`src/rtl/bcl_pkg.sv`:
```
package bcl_pkg;

    localparam int RSVD_POS  = 0;
    localparam int CODE_LSB  = 1;
    localparam int CODE_W    = 3;
    localparam int HALF_POS  = 4;
    localparam int DEC_BITS  = 5;
    localparam int X2_W      = 5;

    // Codes with a half-step variant: 3, 5 and 7.
    function automatic logic half_allowed(input logic [CODE_W-1:0] code);
        return code[0] && (code != 3'd1);
    endfunction

    function automatic logic [X2_W-1:0] mult_twice(input logic [CODE_W-1:0] code,
                                                   input logic              half);
        logic [X2_W-1:0] base;
        base = {2'b00, code} + 5'd2;
        return (half && half_allowed(code)) ? base : (base << 1);
    endfunction

endpackage

```
`src/rtl/bcl_clkdiv.sv`:
```
module bcl_clkdiv #(
    parameter int DIV = 256
) (
    input  logic clk,
    input  logic pwr_good,
    output logic mode_clk,
    output logic sample_stb
);
    localparam int DIV_W = $clog2(DIV);
    localparam int HALF  = DIV / 2;

    typedef struct packed {
        logic [DIV_W-1:0] div;
    } div_st_t;

    div_st_t s_d, s_q;

    always_comb begin
        s_d     = s_q;
        s_d.div = s_q.div + 1'b1;
    end

    always_ff @(posedge clk or negedge pwr_good) begin
        if (!pwr_good) s_q <= '0;
        else           s_q <= s_d;
    end

    assign mode_clk   = s_q.div[DIV_W-1];
    assign sample_stb = (s_q.div == DIV_W'(HALF - 1));

    AST_STB_PRECEDES_RISE: assert property (@(posedge clk) disable iff (!pwr_good)
        sample_stb |=> (mode_clk && !$past(mode_clk)));
    AST_CLK_LOW_AFTER_WRAP: assert property (@(posedge clk) disable iff (!pwr_good)
        (s_q.div == DIV_W'(DIV - 1)) |=> !mode_clk);

endmodule

```
`src/rtl/bcl_shifter.sv`:
```
module bcl_shifter #(
    parameter int N = 256
) (
    input  logic         clk,
    input  logic         pwr_good,
    input  logic         sample_stb,
    input  logic         din,
    output logic [N-1:0] cfg,
    output logic         done
);
    localparam int CNT_W = $clog2(N + 1);

    typedef struct packed {
        logic [N-1:0]     cfg;
        logic [CNT_W-1:0] cnt;
        logic             done;
    } sh_st_t;

    sh_st_t s_d, s_q;

    always_comb begin
        s_d = s_q;
        if (sample_stb && !s_q.done) begin
            s_d.cfg  = {din, s_q.cfg[N-1:1]};
            s_d.cnt  = s_q.cnt + 1'b1;
            s_d.done = (s_q.cnt == CNT_W'(N - 1));
        end
    end

    always_ff @(posedge clk or negedge pwr_good) begin
        if (!pwr_good) s_q <= '0;
        else           s_q <= s_d;
    end

    assign cfg  = s_q.cfg;
    assign done = s_q.done;

    AST_FROZEN_AFTER_DONE: assert property (@(posedge clk) disable iff (!pwr_good)
        done |=> (done && $stable(cfg)));
    AST_COUNT_BOUND: assert property (@(posedge clk) disable iff (!pwr_good)
        !done |-> (s_q.cnt < CNT_W'(N)));
    AST_HOLD_WITHOUT_STB: assert property (@(posedge clk) disable iff (!pwr_good)
        !sample_stb |=> $stable(cfg));

endmodule

```
`src/rtl/bcl_decode.sv`:
```
module bcl_decode
    import bcl_pkg::*;
(
    input  logic [DEC_BITS-1:0] low_bits,
    input  logic                done,
    output logic [CODE_W-1:0]   mult_code,
    output logic [X2_W-1:0]     mult_x2,
    output logic                rsvd_err
);
    logic [CODE_W-1:0] code;
    logic              half;

    always_comb begin
        code      = low_bits[CODE_LSB +: CODE_W];
        half      = low_bits[HALF_POS];
        mult_code = done ? code : '0;
        mult_x2   = done ? mult_twice(code, half) : '0;
        rsvd_err  = done && (low_bits[RSVD_POS] || (half && !half_allowed(code)));
    end

endmodule

```
`src/rtl/boot_cfg_loader.sv`:
```
module boot_cfg_loader
    import bcl_pkg::*;
#(
    parameter int CFG_BITS = 256,
    parameter int CLK_DIV  = 256
) (
    input  logic                clk,
    input  logic                pwr_good,
    input  logic                mode_din,
    output logic                mode_clk,
    output logic [CFG_BITS-1:0] cfg_word,
    output logic                cfg_done,
    output logic [2:0]          mult_code,
    output logic [4:0]          mult_x2,
    output logic                rsvd_err
);
    logic sample_stb;

    bcl_clkdiv #(.DIV(CLK_DIV)) u_div (
        .clk        (clk),
        .pwr_good   (pwr_good),
        .mode_clk   (mode_clk),
        .sample_stb (sample_stb)
    );

    bcl_shifter #(.N(CFG_BITS)) u_shift (
        .clk        (clk),
        .pwr_good   (pwr_good),
        .sample_stb (sample_stb),
        .din        (mode_din),
        .cfg        (cfg_word),
        .done       (cfg_done)
    );

    bcl_decode u_dec (
        .low_bits  (cfg_word[DEC_BITS-1:0]),
        .done      (cfg_done),
        .mult_code (mult_code),
        .mult_x2   (mult_x2),
        .rsvd_err  (rsvd_err)
    );

    AST_ERR_NEEDS_DONE: assert property (@(posedge clk) disable iff (!pwr_good)
        rsvd_err |-> cfg_done);
    AST_MULT_RANGE: assert property (@(posedge clk) disable iff (!pwr_good)
        cfg_done |-> (mult_x2 >= 5'd4 && mult_x2 <= 5'd18));
    AST_DONE_STICKY: assert property (@(posedge clk) disable iff (!pwr_good)
        $fell(cfg_done) |-> 1'b0);

endmodule

```
`config.mk`:
```
export PLATFORM = sky130hd
export DESIGN_NAME = boot_cfg_loader
export DESIGN_NICKNAME = d
export VERILOG_FILES = /design/src/rtl/bcl_pkg.sv /design/src/rtl/bcl_clkdiv.sv /design/src/rtl/bcl_shifter.sv /design/src/rtl/bcl_decode.sv /design/src/rtl/boot_cfg_loader.sv
export SDC_FILE = /design/constraint.sdc
export NUM_CORES = 1
export LEC_CHECK = 0
export CAP_MARGIN = 20
export CELL_PAD_IN_SITES_DETAIL_PLACEMENT = 1
export CELL_PAD_IN_SITES_GLOBAL_PLACEMENT = 1
export CORE_UTILIZATION = 35
export DETAILED_ROUTE_END_ITERATION = 8
export DONT_BUFFER_PORTS = 1
export MAX_ROUTING_LAYER = met4
export PLACE_DENSITY = 0.62
export SLEW_MARGIN = 20
export SYNTH_ARGS = -nofsm -noshare
export SYNTH_HDL_FRONTEND = slang
export SYNTH_SLANG_ARGS = --single-unit
```
`constraint.sdc`:
```
create_clock -name clk -period 4.9 [get_ports clk]
set_input_delay 0.245 -clock clk [delete_from_list [all_inputs] [get_ports clk]]
set_output_delay 0.245 -clock clk [all_outputs]
set_load 0.01 [all_outputs]
```
[Yosys cells after proc, flatten, opt, wreduce, memory -nomap -nowiden]
Index checks and enable logic that the tools add are counted.
Word-level totals
  register bits: 274
  logic and storage cells: 21
Cells by class
  add/sub/neg operators: 3
  equality and inequality tests: 3
  mux-type cells: 3
  reduce and logical (&&, ||, !) cells: 8
Operators by type and width (number)
  $mux 5: 2
  $add 9x1->9 const B: 1
  $eq 9x8->1 const B: 1
  $add 8x1->8 const B: 1
  $eq 8x7->1 const B: 1
  $logic_and 1x1->1: 5
  $add 3x2->4 const B: 1
  $mux 3: 1
  $ne 3x1->1 const B: 1
  $logic_not 1->1: 2
  $logic_or 1x1->1: 1

[Logic depth before layout (Yosys ltp)]
  depth after elaboration: 6
  mapped depth: 6

[Cells and area by module]
A second synthesis with hierarchy kept.
Second synthesis, totals
  cell total of the unflattened synthesis: 1420
  area total of the unflattened synthesis: 12568.3 µm²
Modules (own cells, without submodules)
  bcl_shifter: times used 1, sequential area each 6656.4 µm², cells each 1377, area each 12120.4 µm²
  bcl_clkdiv: times used 1, sequential area each 200.2 µm², cells each 25, area each 324.1 µm²
  bcl_decode: times used 1, sequential area each 0.0 µm², cells each 18, area each 123.9 µm²

[Worst setup path before layout]
No wires, ideal clock.
  path kind: register -> register
  start point: reg u_div.s_q[0] (netlist bit)
  end point: reg u_shift.s_q, in the netlist u_shift.cfg[100]
  slack: 3.167 ns
  path buffers: 2
  arrival: 1.606 ns
  clock period less this slack: 1.733 ns
  data required time: 4.773 ns
  stages on the path, launching flop included: 7
  library setup time: 0.127 ns
  path through: dfrtp_1 > ha_1 > nand4b_4 > nor2_8 > buf_6 > buf_6 > mux2_1
Between the ends
  longest elaborated chain between the ends: 2
Ends and longest elaborated chain
  start, declared: RTL line bcl_clkdiv.sv:16  | div_st_t s_d, s_q;
  start signal, assigned: RTL line bcl_clkdiv.sv:24  | if (!pwr_good) s_q <= '0;
  start signal, assigned: RTL line bcl_clkdiv.sv:25  | else s_q <= s_d;
  $eq 8x7->1: RTL line bcl_clkdiv.sv:29  | assign sample_stb = (s_q.div == DIV_W'(HALF - 1));
  $logic_and 1x1->1: RTL line bcl_shifter.sv:23  | if (sample_stb && !s_q.done) begin
  end signal, assigned: RTL line bcl_shifter.sv:31  | if (!pwr_good) s_q <= '0;
  end signal, assigned: RTL line bcl_shifter.sv:32  | else s_q <= s_d;
  end, declared: RTL line bcl_shifter.sv:19  | sh_st_t s_d, s_q;
No other way between the ends.
A chain may end at the register's enable or synchronous reset.

[Worst setup path in the final report]
  start point: reg u_div.s_q[0] (netlist bit)
  end point: reg u_shift.s_q, in the netlist u_shift.cfg[251]
The elaborated chain is that of the path after synthesis.

==> results.sh <==
export IMPL_status="finished with violations"
export IMPL_violations="hold timing, slew limit"
export IMPL_fin_area_um2=11800
export IMPL_die_h_um=190
export IMPL_rsz0062_at_grt="false"
export IMPL_worstSetupPathDepth=5
export IMPL_synth_top_cells_by_count="dfrtp_1, buf_4, mux2_1, mux2_2, buf_6"
export IMPL_dieArea_um2=36300
export IMPL_wire_per_inst_um=19.5
export IMPL_grt_first_pass_wirelength_um=34500
export IMPL_seq_area_frac_synth_pct=55.2
export IMPL_ys_async_sr_fraction_pct=100
export IMPL_ys_flop_type="dfrtp_1"
export IMPL_cts_resized=0
export IMPL_viasPerCell=4.69
export IMPL_cap_violations=0
export IMPL_cts_tree="built"
export IMPL_dr_pass1_iters=4
export IMPL_power_mw=4.46
export IMPL_worst_ep_arrival_time_ns=2.98
export IMPL_area_delta_synth_final_pct=-4.70
export IMPL_timing_hold_ws_ns=-0.598
export IMPL_regArea_um2=6860
export IMPL_postCtsSetupRepairBufs=0
export IMPL_multi_input_area_um2=3340
export IMPL_antenna_found_initial=0
export IMPL_diodes=0
export IMPL_ctsHoldBuffers=1
export IMPL_netlist_area_um2=12400
export IMPL_yosysTopAreaCell="dfrtp_1"
export IMPL_fillCellCount=3550
export IMPL_setup_viol=0
export IMPL_routed_wl_um=21600
export IMPL_clk_latency_ns=0.55
export IMPL_startpoint_type="flip-flop"
export IMPL_coreArea_um2=34700
export IMPL_hold_viol_final=274
export IMPL_syn_avg_cell_area_um2=14.1
export IMPL_start_util_pct=35.8
export IMPL_synth_seq_cells=274
export IMPL_p_leak_nw=6.19
export IMPL_ir_drop_v=0.000224
export IMPL_yosys_cell_count_top_type="dfrtp_1"
export IMPL_synth_warnings=0
export IMPL_io_buffers=0
export IMPL_hp_class="input port to asynchronous set/reset pin"
export IMPL_dr_total_vias=5200
export IMPL_synth_cell_types=26
export IMPL_crit_type="flip-flop to flip-flop"
export IMPL_syn_inst=879
export IMPL_drive_above_1_share_pct=16.4
export IMPL_dpl_cell_area_um2=10900
export IMPL_cts_sinks=274
export IMPL_htree_num_levels=1
export IMPL_drt_iter0_drc=131
export IMPL_grt_pass1_vias=5652
export IMPL_cp_max_fo=87
export IMPL_gp_congestion=0.758
export IMPL_final_nets=639
export IMPL_synth_edf_count=0
export IMPL_tightest_slew_ns=1.52
export IMPL_crit_chain="ha_1 -> nand4b_4 -> nor2_8 -> buf_12 -> mux2_2"
export IMPL_clockBufferDepth=3
export IMPL_clk_pin_slew_worst_paths_ns=0.06
export IMPL_track_usage_pct=12.3
export IMPL_tns_ns=0
export IMPL_pin_count=270
export IMPL_grt_overflow=0
export IMPL_slew_headroom_pct=-1.59
export IMPL_fmax_ghz=0.393
export IMPL_die_width_um=190
export IMPL_finish_utilization_pct=34.1
export IMPL_fin_crit_sh_pct=51.9
export IMPL_p_per_area_nw_per_um2=377
export IMPL_critical_path_top_delay_family="simple AND/OR/NAND/NOR gates"
export IMPL_grt_max_degree=275
export IMPL_syn_num_nets=886
export IMPL_end_kind="flip-flop"
export IMPL_dp_hpwl_um=14200
export IMPL_synthTopCellsByArea="dfrtp_1, mux2_1, buf_4"
export IMPL_rows=68
export IMPL_cts_root_buf="clkbuf_16"
export IMPL_clock_skew_ns=0.00809
export IMPL_netlist_area_leader_share_pct=55.2
export IMPL_path_buf_inv=1
export IMPL_slew_viol_final=63
export IMPL_max_stage_delay_ns=0.59
export IMPL_fin_crit_ns=2.54
export IMPL_worst_r2r_path_depth=5
export IMPL_crit_required_ns=5.34
export IMPL_critical_path_slowest_cell="nor2_8"
export IMPL_cts_inserted_buffers=30
export IMPL_drc=0
export IMPL_drtAntennaViolNets=0
-- layout by cell type (no fill, tap or decap), types with 2 or more instances in the layout --
master,instances
nor4_1,3
xnor2_1,5
dfrtp_1,274
nor3_1,4
and2_1,4
nand3_1,7
ha_1,4
buf_12,4
inv_1,6
inv_6,2
xor2_1,8
clkbuf_16,31
nand2_1,2
nand4b_4,2
mux2_2,56
clkbuf_8,7
clkinv_2,3
nand4_1,3
clkbuf_1,9
nor2_1,6
o21ai_0,2
mux2_1,201
mux2i_1,2
-- routing by layer --
metal,global-route usage (%),share of wire [%],vias up
li1,-,-,2231
met1,14.0,38,2744
met2,19.7,50,175
met3,4.49,9.2,50
met4,4.55,2.8,0
met5,-,0,-
-- layout make-up --
| type | instances | share of cell area (%) |
|---|---|---|
| Clock buffer | 47 | 7.65 |
| Clock inverter | 6 | 0.528 |
| Inverter | 6 | 0.190 |
| Multi-Input combinational cell | 315 | 28.2 |
| Sequential cell | 274 | 57.9 |
| Tap cell | 455 | 4.81 |
| Timing Repair Buffer | 5 | 0.761 |
-- logic make-up after synthesis --
logic type | Yosys count | share of synthesized area (%)
fa+ha+maj | 4 | 0.403
simple gates | 33 | 1.78
xor+xnor | 13 | 0.916
compound gates | 6 | 0.302
mux | 259 | 23.4
flops | 274 | 55.2
buf+inv | 290 | 18.0
-- per-stage QoR --
step                std cells  setup WS, ns
finish                   1108          2.36
global route             1108          2.16
CTS                      1108          2.33
detailed placement       1054          2.35
global placement         1054          2.46
floorplan                 879          3.17
-- flip-flops by register name, indices dropped and copies added, names as in the netlist --
register      cells
u_shift.s_q       9
u_shift.cfg     256
u_div.s_q         8
u_shift.done      1
-- final timing paths --
path                                 from  slack (ns)                to
max                          u_div.s_q[0]        2.36  u_shift.cfg[251]
min                              pwr_good       -0.60  u_shift.cfg[250]
max reg2reg                  u_div.s_q[0]        2.36  u_shift.cfg[251]
min reg2reg                u_shift.s_q[7]        0.47    u_shift.s_q[7]
max in group asynchronous        pwr_good        4.29   u_shift.cfg[17]
min in group clk                 mode_din        0.38  u_shift.cfg[255]
-- report_power, final --
part / switching, mW / internal (mW) / leakage [nW] / total, mW
clock: 0.885 / 1.31 / 0.478 / 2.20
sequential: 0 / 2.26 / 3.82 / 2.26
combinational: 0.000104 / 0.000533 / 1.90 / 0.000639
total: 0.885 / 3.58 / 6.19 / 4.46
Note: power is estimated with default switching activity, not from simulation.
